`src/rtl/potSpiPkg.sv`:
```
package potSpiPkg;
  localparam int FRAME_BITS = 16;
  localparam logic [1:0] CMD_WR = 2'b00;
  localparam logic [1:0] CMD_RD = 2'b11;

  typedef struct packed {
    logic        fallStb;
    logic        csIdle;
    logic        frameDone;
    logic [4:0]  bitIdx;
    logic [3:0]  hdrAddr;
    logic [1:0]  hdrCmd;
    logic [15:0] frame;
  } ctlStrobes_t;
endpackage

```
`src/rtl/potSpiCtrl.sv`:
```
module potSpiCtrl
  import potSpiPkg::*;
(
  input  logic        clk,
  input  logic        rstN,
  input  logic        sck,
  input  logic        csN,
  input  logic        mosi,
  output ctlStrobes_t ctl
);
  logic [1:0]  sckSy, csSy, mosiSy;
  logic        sckPrev, csPrev;
  logic [4:0]  bitCnt;
  logic [15:0] shreg;
  logic [3:0]  hdrAddr;
  logic [1:0]  hdrCmd;
  logic        sckS, csS, mosiS, riseStb;

  assign sckS  = sckSy[1];
  assign csS   = csSy[1];
  assign mosiS = mosiSy[1];
  assign riseStb = sckS & ~sckPrev & ~csS;

  always_ff @(posedge clk or negedge rstN) begin
    if (!rstN) begin
      sckSy <= '0; csSy <= '1; mosiSy <= '0;
      sckPrev <= 1'b0; csPrev <= 1'b1;
    end else begin
      sckSy  <= {sckSy[0], sck};
      csSy   <= {csSy[0], csN};
      mosiSy <= {mosiSy[0], mosi};
      sckPrev <= sckS;
      csPrev  <= csS;
    end
  end

  always_ff @(posedge clk or negedge rstN) begin
    if (!rstN) begin
      bitCnt <= '0; shreg <= '0; hdrAddr <= '0; hdrCmd <= '0;
    end else begin
      if (csS) bitCnt <= '0;
      else if (riseStb && bitCnt != 5'd17) bitCnt <= bitCnt + 5'd1;
      if (riseStb) shreg <= {shreg[14:0], mosiS};
      if (riseStb && bitCnt == 5'd5) begin
        hdrAddr <= shreg[4:1];
        hdrCmd  <= {shreg[0], mosiS};
      end
    end
  end

  always_comb begin
    ctl.fallStb   = ~sckS & sckPrev & ~csS;
    ctl.csIdle    = csS;
    ctl.frameDone = csS & ~csPrev & (bitCnt == 5'(FRAME_BITS));
    ctl.bitIdx    = bitCnt;
    ctl.hdrAddr   = hdrAddr;
    ctl.hdrCmd    = hdrCmd;
    ctl.frame     = shreg;
  end

  AST_COUNT_CLEARED: assert property (@(posedge clk) disable iff (!rstN)
    csS |=> (bitCnt == 5'd0));
endmodule

```
`src/rtl/potSpiData.sv`:
```
module potSpiData
  import potSpiPkg::*;
#(
  parameter int NUM_WIPERS = 2,
  parameter int FULL_SCALE = 256,
  parameter int POS_W      = $clog2(FULL_SCALE + 1)
) (
  input  logic                        clk,
  input  logic                        rstN,
  input  ctlStrobes_t                 ctl,
  output logic                        miso,
  output logic [NUM_WIPERS*POS_W-1:0] wiperPos
);
  localparam logic [3:0] NW4   = 4'(NUM_WIPERS);
  localparam logic [9:0] FULL10 = 10'(FULL_SCALE);
  localparam logic [POS_W-1:0] MID = POS_W'(FULL_SCALE / 2);

  logic [POS_W-1:0] wiperReg [NUM_WIPERS];
  logic             misoR;
  logic             hdrValid, isRead, writeOk;
  logic [8:0]       readExt;
  logic [3:0]       fAddr;
  logic [1:0]       fCmd;
  logic [9:0]       fData;
  logic [POS_W-1:0] clamped;
  logic [4:0]       revIdx;

  assign hdrValid = ((ctl.hdrCmd == CMD_WR) || (ctl.hdrCmd == CMD_RD)) && (ctl.hdrAddr < NW4);
  assign isRead   = hdrValid && (ctl.hdrCmd == CMD_RD);
  assign fAddr    = ctl.frame[15:12];
  assign fCmd     = ctl.frame[11:10];
  assign fData    = ctl.frame[9:0];
  assign writeOk  = ctl.frameDone && (fCmd == CMD_WR) && (fAddr < NW4);
  assign clamped  = (fData > FULL10) ? POS_W'(FULL_SCALE) : fData[POS_W-1:0];
  assign revIdx   = 5'd15 - ctl.bitIdx;

  always_comb begin
    readExt = '0;
    for (int i = 0; i < NUM_WIPERS; i++)
      if (ctl.hdrAddr == 4'(i)) readExt = 9'(wiperReg[i]);
  end

  always_ff @(posedge clk or negedge rstN) begin
    if (!rstN) misoR <= 1'b1;
    else if (ctl.csIdle) misoR <= 1'b1;
    else if (ctl.fallStb) begin
      if (ctl.bitIdx == 5'd6)      misoR <= hdrValid;
      else if (ctl.bitIdx == 5'd7) misoR <= isRead & readExt[8];
      else if (ctl.bitIdx >= 5'd8 && ctl.bitIdx <= 5'd15)
        misoR <= isRead ? readExt[revIdx[2:0]] : 1'b1;
      else misoR <= 1'b1;
    end
  end
  assign miso = misoR;

  AST_MISO_IDLE_HIGH: assert property (@(posedge clk) disable iff (!rstN)
    ctl.csIdle |=> misoR);
  AST_FLAG_LOW_INVALID: assert property (@(posedge clk) disable iff (!rstN)
    (ctl.fallStb && ctl.bitIdx == 5'd6 && !hdrValid) |=> !misoR);

  for (genvar g = 0; g < NUM_WIPERS; g++) begin : gWiper
    always_ff @(posedge clk or negedge rstN) begin
      if (!rstN) wiperReg[g] <= MID;
      else if (writeOk && fAddr == 4'(g)) wiperReg[g] <= clamped;
    end
    assign wiperPos[g*POS_W +: POS_W] = wiperReg[g];

    AST_WIPER_IN_RANGE: assert property (@(posedge clk) disable iff (!rstN)
      10'(wiperReg[g]) <= FULL10);
    AST_HOLD_NO_FRAME: assert property (@(posedge clk) disable iff (!rstN)
      !ctl.frameDone |=> $stable(wiperReg[g]));
    AST_BAD_WRITE_NO_CHANGE: assert property (@(posedge clk) disable iff (!rstN)
      (ctl.frameDone && !writeOk) |=> $stable(wiperReg[g]));
  end
endmodule

```
`src/rtl/potWiperSpi.sv`:
```
module potWiperSpi
  import potSpiPkg::*;
#(
  parameter int NUM_WIPERS = 2,
  parameter int FULL_SCALE = 256,
  parameter int POS_W      = $clog2(FULL_SCALE + 1)
) (
  input  logic                        clk,
  input  logic                        rstN,
  input  logic                        sck,
  input  logic                        csN,
  input  logic                        mosi,
  output logic                        miso,
  output logic [NUM_WIPERS*POS_W-1:0] wiperPos
);
  ctlStrobes_t ctl;

  potSpiCtrl uCtrl (
    .clk(clk), .rstN(rstN), .sck(sck), .csN(csN), .mosi(mosi), .ctl(ctl)
  );

  potSpiData #(.NUM_WIPERS(NUM_WIPERS), .FULL_SCALE(FULL_SCALE), .POS_W(POS_W)) uData (
    .clk(clk), .rstN(rstN), .ctl(ctl), .miso(miso), .wiperPos(wiperPos)
  );
endmodule

```
`config.mk`:
```
export PLATFORM = sky130hd
export DESIGN_NAME = potWiperSpi
export DESIGN_NICKNAME = d
export VERILOG_FILES = /design/src/rtl/potSpiPkg.sv /design/src/rtl/potSpiCtrl.sv /design/src/rtl/potSpiData.sv /design/src/rtl/potWiperSpi.sv
export SDC_FILE = /design/constraint.sdc
export NUM_CORES = 1
export LEC_CHECK = 0
export BUFFER_PORTS_ARGS = -buffer_cell sky130_fd_sc_hd__buf_2
export CORE_MARGIN = 4
export CORE_UTILIZATION = 34
export DETAILED_ROUTE_END_ITERATION = 8
export GPL_TIMING_DRIVEN = 0
export HOLD_SLACK_MARGIN = 0.1
export PLACE_DENSITY = 0.5
export SETUP_SLACK_MARGIN = 0.1
export SLEW_MARGIN = 0
export SYNTH_ARGS = -nofsm -noshare
export SYNTH_HDL_FRONTEND = slang
export SYNTH_SLANG_ARGS = --single-unit
```
`constraint.sdc`:
```
create_clock -name clk -period 4.2 [get_ports clk]
set_clock_uncertainty 0.1 [all_clocks]
set_input_delay 0.63 -clock clk [delete_from_list [all_inputs] [get_ports clk]]
set_output_delay 0.63 -clock clk [all_outputs]
set_load 0.02 [all_outputs]
```
==> summary.txt, run 1 <==
Die
  – Die Wd: approximately 92 um
  – Core ar.: 6870 um^2
  – Site row count: 30
  – Io pins: 24
  – Vert. Die Dim: around 90 um
  – Starting Density: between 30% and 40%
  – Die area: about 8500 um^2

Pwr
  – Sequential power share: between 50% and 60%
  – Leakage: about 1.3 nW
  – Comb pwr share: a little over a tenth
  – Sw Share: between 20% and 30%
  – Clk pwr share: around a third
  – Max VDD drop: approximately 0.00015 V
  – Psw: about 270 uW
  – P per Cell Area: about 380 nW/um^2
  – P_int: between 700 and 800 uW

GRT
  – Initial antenna violation count: 0
  – Pin count of the biggest net entering global routing: between 50 and 60
  – Number of global-route vias before repair: roughly 1.6k
  – GR Util All Layers: 12.2%
  – First-pass GRT wire length: between 8000 and 9000 um
  – Grt ovf: 0

Finish
  – Post-layout util: 40.5%
  – NumNets Final: about 240
  – Syn-to-layout area delta: 14.9%
  – Ant. Diodes: 0
  – Fillers: roughly 690
  – Non-filler cells, final: 324
  – Layout cells sized above 1: 32.9%

CTS
  – Clk slew on worst S/H paths: about 0.09 ns
  – Root Buffer: clkbuf_8
  – CTS H-tree depth: 2
  – Setup Buffers After CTS: 0
  – Clock latency at the later pin of the worst-skew pair: ~0.31 ns
  – CTS Buffer Depth: 2
  – CTS resizes: 0
  – CTS tree: built
  – Cts hold-fix bufs: 0
  – Clk sinks: 54
  – TritonCTS buffer count: 5

Timing
  – Worst Max-Slew Pin Slew: 0.457 ns
  – Final hold slack: between 0.1 and 0.15 ns
  – Fin crit share: 50.3%
  – Final worst-path setup slack: about 2.1 ns
  – Endpoints failing hold: 0
  – Slew headroom: slightly below 70%
  – Max frequency: between 0.4 and 0.5 GHz
  – Final min period: 2.11 ns
  – Setup TNS Final: 0 ns
  – RSZ-0062 raised after global routing: no
  – Fin. max-slew vios: 0
  – Setup violators final: 0

Setup path
  – WP data required: roughly 4.3 ns
  – CP max FO: 10
  – CP arrival: 2.20 ns
  – Reg-to-Reg End: uData.wiperPos[3]
  – Crit path kind: flop to flop
  – Worst r2r src: uCtrl.bitCnt[0]
  – Critical Path Sink Type: flop
  – CP startpoint kind: flop
  – Worst R2R Path Depth: 7
  – R2R Setup Slk: between 2 and 2.5 ns

Detailed routing
  – First DRT Iteration DRCs: 35
  – Routed wire length: 4990 um
  – Total number of vias: about 1.5k
  – WL/cell: about 15 um
  – Vias per cell: ~4.7
  – DRC viols: 0
  – Drt pass-1 iters: 4
  – Antenna viol nets, final: 0

Place
  – Place WS: between 2 and 2.5 ns
  – GPL Wtd Cong: 0.808
  – HPWL after detailed placement: 3510 um
  – Placed Instances: between 300 and 400
  – Port bufs: 23

Synthesis
  – Synth Area per Inst: between 10 and 15 um^2
  – Mapped Area: ~2400 um^2
  – Synth Warn #: 0
  – EDFF count, synth: 0
  – Register area share after synthesis: a little under three fifths
  – Post-synthesis cell type count: 40
  – Synth Register Bits: 54
  – Synth async-reset ratio: 100%
  – Most used DFF post-synth: dfrtp_1
  – Syn nets: 207
  – Synthesized instance count: between 150 and 200

Min path
  – Min-Delay Path Class: primary input to async pin

Job
  – Max-cap viol count: 0

Status
  – Run status: complete, no violations
worst max-delay path, stage by stage, from the launching register on:
cell      delay, ns
dfrtp_1        0.46
inv_1          0.19
ha_1           0.17
nor4b_2        0.31
nand4b_2       0.32
buf_2          0.30
nand2_1        0.08
o21ai_0        0.07
placed cells by master, fill, tap and decap left out, types with 3 or more instances in the layout:
cell type,synthesis,final
buf_6,3,3
mux2_2,22,22
inv_1,7,7
o21ai_0,16,16
ha_1,6,6
nor4_1,3,3
clkbuf_8,0,5
nor2b_1,3,3
mux2i_1,8,8
dfstp_2,6,6
dfrtp_1,48,48
nor2_1,5,5
nor3_1,3,3
buf_4,3,3
nand2_1,27,27
buf_2,1,24
a21oi_1,5,5
power groups by stage:
stage	Combinational, mW	Sequential [mW]	Clock [mW]
floorplan	0.0791	0.599	0
global placement	0.116	0.613	0
detailed placement	0.115	0.614	0
CTS	0.116	0.604	0.356
global route	0.130	0.611	0.381
finish	0.118	0.605	0.343
through the flow:
stage               area [um^2]  total power, mW
global placement           2660            0.729
detailed placement         2660            0.729
floorplan                  2420            0.678
global route               2780             1.12
CTS                        2760             1.08
finish                     2780             1.07
state kept, by name, summed over array words and instances, names as in the netlist:
register and flops:
uCtrl.hdrAddr 4, uCtrl.sckSy 2, uCtrl.sckPrev 1, uCtrl.hdrCmd 2, uData.miso 1, uCtrl.csPrev 1, uCtrl.csSy 2, uCtrl.mosiSy 2
uData.wiperPos 18, uCtrl.bitCnt 5, uCtrl.shreg 16
layout make-up:
type                    count  area [um^2]  share of cell area, %
inverters                   7         26.3                  0.944
clock buffers               7         76.3                   2.74
well taps                  96          120                   4.32
clock inverters             1         30.0                   1.08
repair buffers             24          135                   4.86
plain buffers               7         61.3                   2.20
flip-flops and latches     54         1360                   48.8
multi-input cells         128          975                   35.0
cells in the mapped netlist, types with 3 or more instances:
library cell,count,area (um^2)
mux2i_1,8,80.1
inv_1,7,26.3
nor2_1,5,18.8
a21oi_1,5,25.0
mux2_2,22,248
nor2b_1,3,18.8
buf_4,3,22.5
nor3_1,3,15.0
nor4_1,3,18.8
buf_6,3,33.8
o21ai_0,16,80.1
dfstp_2,6,158
nand2_1,27,101
dfrtp_1,48,1200
ha_1,6,75.1
metal layers:
metal  vias up  routed length (um)  track usage [%]
met3         7                 120             2.60
met4         0                  68             3.71
met2        16                2360             19.5
met1       754                2440             16.6
met5         -                   0                0
li1        757                   -                -
logic make-up after synthesis:
kind of cell	Yosys count	share of synthesized area [%]
muxes	30	13.5
and+or+nand+nor	55	13.4
DFF	54	56.1
adders and majority gates	6	3.10
buffers and inverters	14	3.62
xor gates and xnor gates	2	0.724
AOI/OAI and AO/OA	35	9.51
worst max path at each step:
stage / startpoint / end / slack (ns) / depth (start not counted)
2_1_floorplan: uCtrl.bitCnt[0] / uData.wiperPos[0] / 2.47 / 7
3_3_place_gp: uCtrl.bitCnt[1] / uData.wiperPos[2] / 2.07 / 7
3_5_place_dp: uCtrl.bitCnt[1] / uData.wiperPos[3] / 2.08 / 7
4_1_cts: uCtrl.bitCnt[1] / uData.wiperPos[3] / 2.06 / 7
5_1_grt: uCtrl.bitCnt[1] / uData.wiperPos[1] / 1.91 / 7
6_report: uCtrl.bitCnt[0] / uData.wiperPos[3] / 2.09 / 7
Power figures use the tool's default switching activity.
==> run 2: changes to the inputs <==
--- a/config.mk
+++ b/config.mk
@@ -11,7 +11,7 @@
 export DETAILED_ROUTE_END_ITERATION = 8
 export GPL_TIMING_DRIVEN = 0
 export HOLD_SLACK_MARGIN = 0.1
-export PLACE_DENSITY = 0.5
+export PLACE_DENSITY = 0.52
 export SETUP_SLACK_MARGIN = 0.1
 export SLEW_MARGIN = 0
 export SYNTH_ARGS = -nofsm -noshare
==> constraint.sdc (replaced) <==
create_clock -name clk -period 1.8 [get_ports clk]
set_clock_uncertainty 0.1 [all_clocks]
set_input_delay 0.27 -clock clk [delete_from_list [all_inputs] [get_ports clk]]
set_output_delay 0.27 -clock clk [all_outputs]
set_load 0.02 [all_outputs]
==> run 2 against run 1 <==
  * Via count up 8.3%
  * Largest cell class unchanged
  * Die area unchanged
  * Worst hold slack worse by 0.016 ns
==> summary.txt, run 2 (synthesized netlist as in run 1, its figures left out) <==
Timing
  – Final min period: 1.72 ns (-0.393 ns)
  – Worst Max-Slew Pin Slew: 1.19 ns (+0.736 ns)
  – Endpoints failing hold: 0 (unchanged)
  – Fin. max-slew vios: 0 (unchanged)
  – Final worst-path setup slack: 0.0819 ns (-2.01 ns)
  – RSZ-0062 raised after global routing: yes
  – Setup violators final: 0 (unchanged)
  – Fin crit share: 95.4% (+45 points)
  – Max frequency: 0.582 GHz (+23%)
  – Slew headroom: 20.5% (-49 points)

Place
  – GPL Wtd Cong: 0.783 (-3.1%)
  – Place WS: -0.242 ns (-2.32 ns)
  – HPWL after detailed placement: 3440 um (-2.0%)
  – Port bufs: 23 (unchanged)
  – Placed Instances: 315 (unchanged)

Finish
  – Ant. Diodes: 0 (unchanged)
  – Most common cell after layout, fill and taps aside: dfrtp_1
  – Layout cells sized above 1: 48.2% (+15 points)
  – Most frequent cells in the layout: dfrtp_1 (46), buf_2 (23), mux2_2 (22)
  – NumNets Final: 260 (+9.2%)
  – Post-layout util: 44.7% (+4.2 points)
  – Syn-to-layout area delta: 26.8%
  – Max reg flops: 18 (unchanged)
  – Fillers: 654 (-4.5%)
  – Non-filler cells, final: 345 (+6.5%)

GRT
  – Number of global-route vias before repair: 1678 (+7.2%)
  – Pin count of the biggest net entering global routing: 55 (unchanged)
  – First-pass GRT wire length: 8910 um (+9.2%)
  – GR Util All Layers: 13.2% (+0.97 points)
  – Grt ovf: 0 (unchanged)
  – Initial antenna violation count: 0 (unchanged)

CTS
  – TritonCTS buffer count: 5 (unchanged)
  – Root Buffer: clkbuf_8
  – Clk sinks: 54 (unchanged)
  – Clock latency at the later pin of the worst-skew pair: 0.30 ns (about the same)
  – CTS H-tree depth: 2 (unchanged)
  – CTS tree: built
  – CTS Buffer Depth: 2 (unchanged)
  – Clk slew on worst S/H paths: 0.09 ns (about the same)

Die
  – Io pins: 24 (unchanged)
  – Site row count: 30 (unchanged)
  – Core ar.: 6870 um^2 (unchanged)
  – Die Wd: 92.4 um (unchanged)
  – Vert. Die Dim: 92.4 um (unchanged)
  – Die area: 8530 um^2 (unchanged)
  – Starting Density: 35.2% (unchanged)

Detailed routing
  – Antenna viol nets, final: 0 (unchanged)
  – Routed wire length: 5170 um (+3.5%)
  – Total number of vias: 1662 (+8.3%)
  – Drt pass-1 iters: 4 (unchanged)
  – WL/cell: 15.0 um (-2.8%)
  – Vias per cell: 4.82 (+1.7%)
  – DRC viols: 0 (unchanged)
  – First DRT Iteration DRCs: 48 (+37%)

Pwr
  – Max VDD drop: 0.000332 V (+120%)
  – Leakage: 1.42 nW (+11%)
  – P per Cell Area: 777 nW/um^2 (+100%)

Setup path
  – Worst r2r src: uCtrl.csSy[1]
  – CP arrival: 1.82 ns (-0.38 ns)
  – Crit path kind: flop to flop
  – Slowest cell on crit path: dfstp_2
  – CP top delay family: flip-flops
  – Critical-path cell list: buf_6, nor4b_4, buf_4, nand4_4, buf_6, nand2_2, o21ai_1
  – Worst R2R Path Depth: 7 (unchanged)
  – R2R Setup Slk: 0.08 ns (-2.01 ns)
  – CP max FO: 8 (-2)
  – Critical Path Sink Type: flop
  – Most used cell, CP: buf_6
  – Reg-to-Reg End: uData.wiperPos[15]
  – Crit-path max cell delay: 0.55 ns (+0.09 ns)
  – WP data required: 1.90 ns (-2.38 ns)
  – CP startpoint kind: flop
  – Worst path buffer plus inverter count: 3 (+1)

Status
  – Run status: complete, no violations

Min path
  – Min-Delay Path Class: primary input to async pin

Job
  – Max-cap viol count: 0 (unchanged)
-- run 2: changes by cell type in the layout (fill, tap and decap cells not counted), sizes merged --
cell and delta:
bufinv -1, clkinvlp +1, dlygate4sd3 +3, clkbuf -1
buf +19
-- run 2: report_power, final --
group | switching (mW) | internal [mW] | total (mW)
sequential | 0.0981 | 1.31 | 1.41
combinational | 0.181 | 0.143 | 0.324
clock | 0.380 | 0.268 | 0.648
total | 0.659 | 1.73 | 2.39
-- run 2: cell type report --
type	instances	area, um^2	share of cell area [%]
buffer	7	75.1	2.44
clock buffer	6	72.6	2.36
clock inverter	1	7.51	0.244
inverter	7	28.8	0.937
multi-input combinational	128	1090	35.4
sequential	54	1360	44.3
tap	96	120	3.91
timing repair buffer	46	318	10.4
-- run 2: worst max path at each step --
stage / endpoint / slack, ns / from / cells past startpoint
global placement: uData.wiperPos[2] / -0.25 / uCtrl.bitCnt[0] / 7
finish: uData.wiperPos[15] / 0.08 / uCtrl.csSy[1] / 7
CTS: uData.wiperPos[15] / 0.05 / uCtrl.csSy[1] / 7
global route: uData.wiperPos[15] / -0.008 / uCtrl.csSy[1] / 7
detailed placement: uData.wiperPos[0] / -0.24 / uCtrl.bitCnt[0] / 7
floorplan: uData.wiperPos[0] / 0.11 / uCtrl.csSy[1] / 6
-- run 2: per-stage QoR --
step           hold WS, ns  power (mW)  TNS [ns]  instance area, um^2
3_3_place_gp         0.231        1.70     -3.74                 2670
5_1_grt              0.203        2.53   -0.0456                 3070
4_1_cts              0.158        2.39         0                 2950
3_5_place_dp         0.235        1.70     -3.67                 2670
6_report            0.0996        2.39         0                 3070
2_1_floorplan       -0.126        1.59         0                 2430
-- run 2: what timing repair did --
| action | CTS | global route |
|---|---|---|
| hold buffers | 3 | 0 |
| hold endpoints to repair | 3 | 0 |
| setup endpoints to repair | 30 | 28 |
| buffers inserted | 12 | 6 |
| pin swaps | 6 | 13 |
| resized for setup | 35 | 24 |
| gates cloned | 2 | 0 |
-- run 2: metal layers --
metal,global-route usage (%),part of all wire [%],vias to the layer above
met1,18.7,46,829
met2,20.4,49,29
li1,-,-,798
met5,0,0,-
met3,2.76,4.5,6
met4,3.71,1.1,0
